===== src/rtl/bitrun_pkg.sv =====
package bitrun_pkg;

  typedef enum logic [1:0] {
    ST_IDLE   = 2'd0,
    ST_SCAN   = 2'd1,
    ST_STITCH = 2'd2,
    ST_DRAIN  = 2'd3
  } scan_state_e;

  // number of clear comparator outputs below the lowest set one (n if none)
  function automatic int low_zeros(input logic [63:0] v, input int n);
    int  cnt;
    bit  hit;
    cnt = 0;
    hit = 1'b0;
    for (int i = 0; i < 64; i++) begin
      if (i < n && !hit) begin
        if (v[i]) hit = 1'b1;
        else      cnt = cnt + 1;
      end
    end
    return cnt;
  endfunction

  // number of clear comparator outputs above the highest set one (n if none)
  function automatic int high_zeros(input logic [63:0] v, input int n);
    int  cnt;
    bit  hit;
    cnt = 0;
    hit = 1'b0;
    for (int i = 63; i >= 0; i--) begin
      if (i < n && !hit) begin
        if (v[i]) hit = 1'b1;
        else      cnt = cnt + 1;
      end
    end
    return cnt;
  endfunction

  // bit length of a run closed by a change: equal pairs before, plus head, plus one
  function automatic int closed_len(input int pairs_before, input int head);
    return pairs_before + head + 1;
  endfunction

  // first bit of the run opened after the highest change in a window
  function automatic int reopen_at(input int win, input int win_cmp, input int tail);
    return win * win_cmp + win_cmp - tail;
  endfunction

endpackage


===== src/rtl/bitrun_window.sv =====
module bitrun_window #(
  parameter int WIN_CMP = 8,
  parameter int CNT_W   = $clog2(WIN_CMP + 1)
) (
  input  logic [WIN_CMP:0]   win_bits,
  output logic [WIN_CMP-1:0] diff,
  output logic               has_edge,
  output logic [CNT_W-1:0]   head_zeros,
  output logic [CNT_W-1:0]   tail_zeros
);
  import bitrun_pkg::*;

  // one 2-input XOR per adjacent bit pair
  for (genvar g = 0; g < WIN_CMP; g++) begin : g_cmp
    assign diff[g] = win_bits[g] ^ win_bits[g+1];
  end

  always_comb begin
    has_edge   = |diff;
    head_zeros = CNT_W'(low_zeros(64'(diff), WIN_CMP));
    tail_zeros = CNT_W'(high_zeros(64'(diff), WIN_CMP));
  end

endmodule


===== src/rtl/bitrun_stitch.sv =====
module bitrun_stitch #(
  parameter int WIN_CMP = 8,
  parameter int NWIN    = 4,
  parameter int MIN_RUN = 8,
  parameter int MAXR    = 4,
  parameter int IDX_W   = 5,
  parameter int LEN_W   = 6,
  parameter int CNT_W   = 4,
  parameter int NUM_W   = 3
) (
  input  logic [NWIN-1:0]  rec_edge,
  input  logic [CNT_W-1:0] rec_head [NWIN],
  input  logic [CNT_W-1:0] rec_tail [NWIN],
  output logic [IDX_W-1:0] lst_start [MAXR],
  output logic [LEN_W-1:0] lst_len   [MAXR],
  output logic [NUM_W-1:0] lst_num
);
  import bitrun_pkg::*;

  always_comb begin
    int open_at;
    int pairs;
    int n;
    int len;
    open_at = 0;
    pairs   = 0;
    n       = 0;
    len     = 0;
    for (int m = 0; m < MAXR; m++) begin
      lst_start[m] = '0;
      lst_len[m]   = '0;
    end
    for (int w = 0; w < NWIN; w++) begin
      if (!rec_edge[w]) begin
        pairs = pairs + WIN_CMP;
      end else begin
        len = closed_len(pairs, int'(rec_head[w]));
        if (len >= MIN_RUN) begin
          for (int m = 0; m < MAXR; m++) begin
            if (m == n) begin
              lst_start[m] = IDX_W'(open_at);
              lst_len[m]   = LEN_W'(len);
            end
          end
          if (n < MAXR) n = n + 1;
        end
        open_at = reopen_at(w, WIN_CMP, int'(rec_tail[w]));
        pairs   = int'(rec_tail[w]);
      end
    end
    lst_num = NUM_W'(n);
  end

endmodule


===== src/rtl/bitrun_port.sv =====
module bitrun_port #(
  parameter int MAXR  = 4,
  parameter int IDX_W = 5,
  parameter int LEN_W = 6,
  parameter int NUM_W = 3,
  parameter int PTR_W = (MAXR > 1) ? $clog2(MAXR) : 1
) (
  input  logic             clk,
  input  logic             rst_n,
  input  logic             load,
  input  logic [IDX_W-1:0] lst_start [MAXR],
  input  logic [LEN_W-1:0] lst_len   [MAXR],
  input  logic [NUM_W-1:0] lst_num,
  input  logic             run_ready,
  output logic             run_valid,
  output logic [IDX_W-1:0] run_start,
  output logic [LEN_W-1:0] run_len,
  output logic             run_last,
  output logic             beat_fire,
  output logic             list_done
);

  logic [IDX_W-1:0] q_start [MAXR];
  logic [LEN_W-1:0] q_len   [MAXR];
  logic [NUM_W-1:0] q_num;
  logic [PTR_W-1:0] ptr;
  logic             valid_q;
  logic             empty;

  always_comb begin
    empty     = (q_num == '0);
    run_valid = valid_q;
    run_last  = empty || ((NUM_W'(ptr) + NUM_W'(1)) == q_num);
    run_start = empty ? '0 : q_start[ptr];
    run_len   = empty ? '0 : q_len[ptr];
    beat_fire = valid_q && run_ready;
    list_done = beat_fire && run_last;
  end

  always_ff @(posedge clk or negedge rst_n) begin
    if (!rst_n) begin
      valid_q <= 1'b0;
      ptr     <= '0;
      q_num   <= '0;
      for (int m = 0; m < MAXR; m++) begin
        q_start[m] <= '0;
        q_len[m]   <= '0;
      end
    end else if (load) begin
      valid_q <= 1'b1;
      ptr     <= '0;
      q_num   <= lst_num;
      for (int m = 0; m < MAXR; m++) begin
        q_start[m] <= lst_start[m];
        q_len[m]   <= lst_len[m];
      end
    end else if (beat_fire) begin
      if (run_last) valid_q <= 1'b0;
      else          ptr     <= ptr + PTR_W'(1);
    end
  end

endmodule


===== src/rtl/bitrun_finder.sv =====
module bitrun_finder #(
  parameter int PKT_W   = 32,
  parameter int WIN_CMP = 8,
  parameter int MIN_RUN = 8
) (
  input  logic                       clk,
  input  logic                       rst_n,
  input  logic [PKT_W-1:0]           pkt_in,
  input  logic                       start,
  input  logic                       run_ready,
  output logic                       run_valid,
  output logic [$clog2(PKT_W)-1:0]   run_start,
  output logic [$clog2(PKT_W+1)-1:0] run_len,
  output logic                       run_last
);
  import bitrun_pkg::*;

  localparam int NWIN  = PKT_W / WIN_CMP;
  localparam int MAXR  = PKT_W / MIN_RUN;
  localparam int IDX_W = $clog2(PKT_W);
  localparam int LEN_W = $clog2(PKT_W + 1);
  localparam int CNT_W = $clog2(WIN_CMP + 1);
  localparam int NUM_W = $clog2(MAXR + 1);
  localparam int WI_W  = (NWIN > 1) ? $clog2(NWIN) : 1;

  if (PKT_W % WIN_CMP != 0) begin : g_bad_split
    $error("packet width must be a whole number of windows");
  end
  if (MIN_RUN < WIN_CMP) begin : g_bad_threshold
    $error("threshold below window size would need interior run records");
  end

  scan_state_e      state;
  logic [PKT_W-1:0] pkt_q;
  logic [WI_W-1:0]  win_idx;
  logic [PKT_W:0]   pkt_ext;
  logic [WIN_CMP:0] win_bits;

  // event wires for the checker
  logic start_take;
  logic win_store;
  logic stitch_load;
  logic beat_fire;
  logic list_done;

  logic [WIN_CMP-1:0] diff;
  logic               det_edge;
  logic [CNT_W-1:0]   det_head;
  logic [CNT_W-1:0]   det_tail;

  logic [NWIN-1:0]    rec_edge;
  logic [CNT_W-1:0]   rec_head [NWIN];
  logic [CNT_W-1:0]   rec_tail [NWIN];

  logic [IDX_W-1:0]   lst_start [MAXR];
  logic [LEN_W-1:0]   lst_len   [MAXR];
  logic [NUM_W-1:0]   lst_num;

  always_comb begin
    // bit above the MSB differs from it, so the last pair always closes a run
    pkt_ext     = {~pkt_q[PKT_W-1], pkt_q};
    win_bits    = pkt_ext[int'(win_idx) * WIN_CMP +: WIN_CMP + 1];
    start_take  = start && (state == ST_IDLE);
    win_store   = (state == ST_SCAN);
    stitch_load = (state == ST_STITCH);
  end

  bitrun_window #(
    .WIN_CMP (WIN_CMP),
    .CNT_W   (CNT_W)
  ) u_window (
    .win_bits   (win_bits),
    .diff       (diff),
    .has_edge   (det_edge),
    .head_zeros (det_head),
    .tail_zeros (det_tail)
  );

  always_ff @(posedge clk or negedge rst_n) begin
    if (!rst_n) begin
      state   <= ST_IDLE;
      pkt_q   <= '0;
      win_idx <= '0;
    end else begin
      case (state)
        ST_IDLE: begin
          if (start_take) begin
            pkt_q   <= pkt_in;
            win_idx <= '0;
            state   <= ST_SCAN;
          end
        end
        ST_SCAN: begin
          if (win_idx == WI_W'(NWIN - 1)) state <= ST_STITCH;
          else                            win_idx <= win_idx + WI_W'(1);
        end
        ST_STITCH: state <= ST_DRAIN;
        ST_DRAIN:  if (list_done) state <= ST_IDLE;
        default:   state <= ST_IDLE;
      endcase
    end
  end

  // sequence registers: one record per window
  always_ff @(posedge clk or negedge rst_n) begin
    if (!rst_n) begin
      rec_edge <= '0;
      for (int w = 0; w < NWIN; w++) begin
        rec_head[w] <= '0;
        rec_tail[w] <= '0;
      end
    end else if (win_store) begin
      for (int w = 0; w < NWIN; w++) begin
        if (win_idx == WI_W'(w)) begin
          rec_edge[w] <= det_edge;
          rec_head[w] <= det_head;
          rec_tail[w] <= det_tail;
        end
      end
    end
  end

  bitrun_stitch #(
    .WIN_CMP (WIN_CMP),
    .NWIN    (NWIN),
    .MIN_RUN (MIN_RUN),
    .MAXR    (MAXR),
    .IDX_W   (IDX_W),
    .LEN_W   (LEN_W),
    .CNT_W   (CNT_W),
    .NUM_W   (NUM_W)
  ) u_stitch (
    .rec_edge  (rec_edge),
    .rec_head  (rec_head),
    .rec_tail  (rec_tail),
    .lst_start (lst_start),
    .lst_len   (lst_len),
    .lst_num   (lst_num)
  );

  bitrun_port #(
    .MAXR  (MAXR),
    .IDX_W (IDX_W),
    .LEN_W (LEN_W),
    .NUM_W (NUM_W)
  ) u_port (
    .clk       (clk),
    .rst_n     (rst_n),
    .load      (stitch_load),
    .lst_start (lst_start),
    .lst_len   (lst_len),
    .lst_num   (lst_num),
    .run_ready (run_ready),
    .run_valid (run_valid),
    .run_start (run_start),
    .run_len   (run_len),
    .run_last  (run_last),
    .beat_fire (beat_fire),
    .list_done (list_done)
  );

endmodule


===== config.mk =====
export PLATFORM = sky130hd
export DESIGN_NAME = bitrun_finder
export DESIGN_NICKNAME = d
export VERILOG_FILES = /design/src/rtl/bitrun_pkg.sv /design/src/rtl/bitrun_window.sv /design/src/rtl/bitrun_stitch.sv /design/src/rtl/bitrun_port.sv /design/src/rtl/bitrun_finder.sv
export SDC_FILE = /design/constraint.sdc
export NUM_CORES = 1
export LEC_CHECK = 0
export ABC_AREA = 1
export BUFFER_PORTS_ARGS = -buffer_cell sky130_fd_sc_hd__buf_2
export CAP_MARGIN = 15
export CORE_MARGIN = 1
export CORE_UTILIZATION = 49
export DETAILED_ROUTE_END_ITERATION = 7
export PLACE_DENSITY = 0.62
export SLEW_MARGIN = 30
export SYNTH_ARGS = -nofsm -noshare
export SYNTH_HDL_FRONTEND = slang
export SYNTH_SLANG_ARGS = --single-unit

===== constraint.sdc =====
create_clock -name clk -period 5.4 [get_ports clk]
set_input_delay 1.08 -clock clk [delete_from_list [all_inputs] [get_ports clk]]
set_output_delay 1.08 -clock clk [all_outputs]
set_load 0.05 [all_outputs]

==> results.md <==
- Die span in y: approximately 130 µm
- Top_reg_cell synth: dfrtp_1
- Via density per instance: 5.24
- Vias in the first global route: roughly 7300
- Crit start category: register
- Max Cap Viol: 0
- CP Max Fanout: 18
- Clk slew on worst S/H paths: 60 ps
- Clk root buf: clkbuf_16
- Final period util: 89.7%
- Net count after synthesis: 1237
- DRT Pass-1 Iters: 5
- Pin count of the biggest net entering global routing: 75
- Hold Path Cell Cnt: 2
- Final net count: 1277
- Syn-to-layout area delta: 12.9%
- Final clock skew: 8.13 ps
- Peak VDD IR: 0.355 mV
- Placement Cell Area: 8750 µm²
- Initial Util: 50.3%
- Power per standard cell area: 693 nW/µm²
- CTS Buffer Depth: 2
- Worst r2r dst: rec_head[9]
- Hold Path Class: reg -> reg
- PortBufs: 48
- Setup CP Type: reg -> reg
- Reg2Reg Depth: 23
- Slew margin rel.: 52.7%
- Finished Layout Cells: 1425
- CTS tree: yes
- N_diodes: 0
- Fmax achieved: about 210 MHz
- Switch share: about half
- Register area share after synthesis: a little over a third
- Clk pwr share: 19.1%
- Via count: 7470
- Crit path DAT: 5130 ps
- FP Rows: 47
- Final wirelength: 21100 µm
- Req. time, crit path: 5680 ps
- Synthesized area: 8340 µm²
- Syn_area_per_cell: 7.24 µm²
- Post-synth EDFFs: 0
- Logic pwr share: 57.9%
- Tightest Pin Transition: approximately 700 ps
- Grt ovf: 0
- Setup TNS: 0 ps
- RSZ-0062 raised after global routing: no
- WHS Endpoint: u_port.q_start[14]
- Switch Pwr: 3.27 mW
- Post-cts gate resize count: 0
- Clock buffer count from CTS: 17
- Hold Startpoint: u_port.q_start[14]
- # H-tree levels: 4
- Int Power: 3.26 mW
- Async SR Flop Fraction: between 90% and 100%
- Leakage: slightly below 5 nW
- Final Hold Vio Count: 0
- Worst-Skew Late Latency: 420 ps
- HPWL Detailed: 15900 µm
- Die Width: 132 µm
- Total global-route track usage: 25.5%
- # Post-CTS Setup Buffers: 0
- CP Capture Type: register
- Clock Sinks: 118
- Final Slew Violations: 0
- Remaining DRCs: 0
- Top-Level Pins: 49
- First-pass GRT wire length: about 36000 µm
- Final instance area: roughly 9400 µm²
- # hold bufs at CTS: 0
- Routability cong.: 0.881
- Final Setup Violations: 0
- Die area: 17600 µm²
- Reg2Reg Setup Slack: 560 ps
- Cells after Synth: 1152
- Iteration-0 DRC Markers: 627
- Synth unique cells: 51
- CORE AREA: 16600 µm²
- # placed instances: roughly 1400
- Layout cells sized above 1: 14.3%
- Period minus WS final: approximately 4800 ps
- Ys Warns: 0
- Initial antenna violation count: 0
- Status: completed
- R2r startpoint: win_idx[1]
- Sequential Power Share: between 20% and 30%
- Post-route ant nets: 0
- FF+latch count, synth: 118
- WL per Instance: 14.8 µm
==> worst max-delay path, cell delays in order, from the launching register on <==
cell and delay (ps):
dfrtp_1 710, clkinv_2 400, nand3_1 180, nand2_1 140, clkinv_1 100, nand2_1 60
nand2_2 100, a21boi_1 220, ha_1 260, nand3b_1 150, nand2_1 60, inv_1 50
ha_1 280, nand3_1 120, nand2_1 70, ha_1 280, or2_0 250, and2_1 170
ha_1 280, nand2_1 100, nand2_2 90, ha_1 310, o21ai_2 200, o21ai_0 110
==> registers in the layout, indices dropped and copies added, names as in the netlist, 3 cells and up <==
| register | cells |
|---|---|
| u_port.q_start | 20 |
| rec_edge | 4 |
| pkt_q | 32 |
| rec_tail | 12 |
| u_port.q_num | 3 |
| u_port.q_len | 24 |
| rec_head | 16 |
==> power groups by stage <==
stage,Clock (mW),Combinational [mW],Sequential [mW]
floorplan,0,2.96,1.40
global placement,0,3.72,1.50
detailed placement,0,3.74,1.51
CTS,1.26,3.78,1.49
global route,1.30,4.27,1.54
finish,1.25,3.78,1.50
==> area by class of cell <==
| cell class | instances | area, µm² |
|---|---|---|
| tap | 220 | 275 |
| multi-input combinational | 852 | 4660 |
| clock inverter | 15 | 228 |
| fill | 1620 | 7170 |
| timing repair buffer | 59 | 329 |
| sequential | 118 | 2950 |
| inverter | 144 | 542 |
| clock buffer | 17 | 425 |
==> per-layer routing <==
layer	routed length (µm)	share of wire (%)	vias to the layer above	track usage, %
met4	368	1.7	0	8.43
met3	707	3.4	28	3.79
met2	10200	49	161	43.7
met1	9770	46	3449	32.9
li1	-	-	3832	-
met5	0	0	-	0
==> synthesized netlist by cell type, drive strengths merged, types with 9 or more instances <==
cell type / count / area share [%]
xor2: 14 / 1.6
nor3: 9 / 0.54
buf: 16 / 1.4
o211ai: 10 / 0.90
nand3: 89 / 5.7
nor2: 72 / 3.8
dfrtp: 118 / 35
or2: 9 / 0.67
mux2: 25 / 3.4
inv: 136 / 6.1
o21ai: 98 / 6.0
a31oi: 11 / 0.82
clkbuf: 22 / 0.99
a21oi: 65 / 4.0
o221ai: 10 / 1.0
nand2: 362 / 17
ha: 46 / 6.9
==> worst max-delay path by stage <==
stage,endpoint,cells past startpoint,from
2_1_floorplan,rec_head[13],25,win_idx[1]
5_1_grt,rec_head[11],27,win_idx[1]
3_5_place_dp,rec_head[9],23,win_idx[1]
6_report,rec_head[9],23,win_idx[1]
3_3_place_gp,rec_head[13],23,win_idx[1]
4_1_cts,rec_head[9],23,win_idx[1]
==> cell usage in the layout (no fill, tap or decap), types with 17 or more instances in the layout <==
cell / n
nand2_2: 20
nor2_1: 67
buf_2: 47
nand2_1: 339
nand3_1: 85
dfrtp_1: 118
o21ai_0: 89
a21oi_1: 63
ha_1: 45
clkbuf_16: 17
mux2_2: 25
inv_1: 127
==> cells by family (layout without fill, tap and decap cells) <==
| kind of cell | Yosys count | in the layout | synth area share [%] |
|---|---|---|---|
| adders and majority gates | 49 | 49 | 7.62 |
| and+or+nand+nor | 552 | 552 | 28.8 |
| DFF | 118 | 118 | 35.4 |
| xor gates and xnor gates | 20 | 20 | 2.19 |
| buffers and inverters | 182 | 235 | 8.85 |
| muxes | 25 | 25 | 3.37 |
| AOI/OAI and AO/OA | 206 | 206 | 13.8 |
==> stage by stage <==
step                worst slack [ps]  utilization [%]  hold slack (ps)  power [mW]
floorplan                       1400                -              444        4.36
global placement                 683             52.8              457        5.22
detailed placement               570             52.8              462        5.25
CTS                              543             56.7              477        6.53
global route                    83.7             56.8              490        7.11
finish                           556             56.8              472        6.52
(Power assumes the default switching activity.)
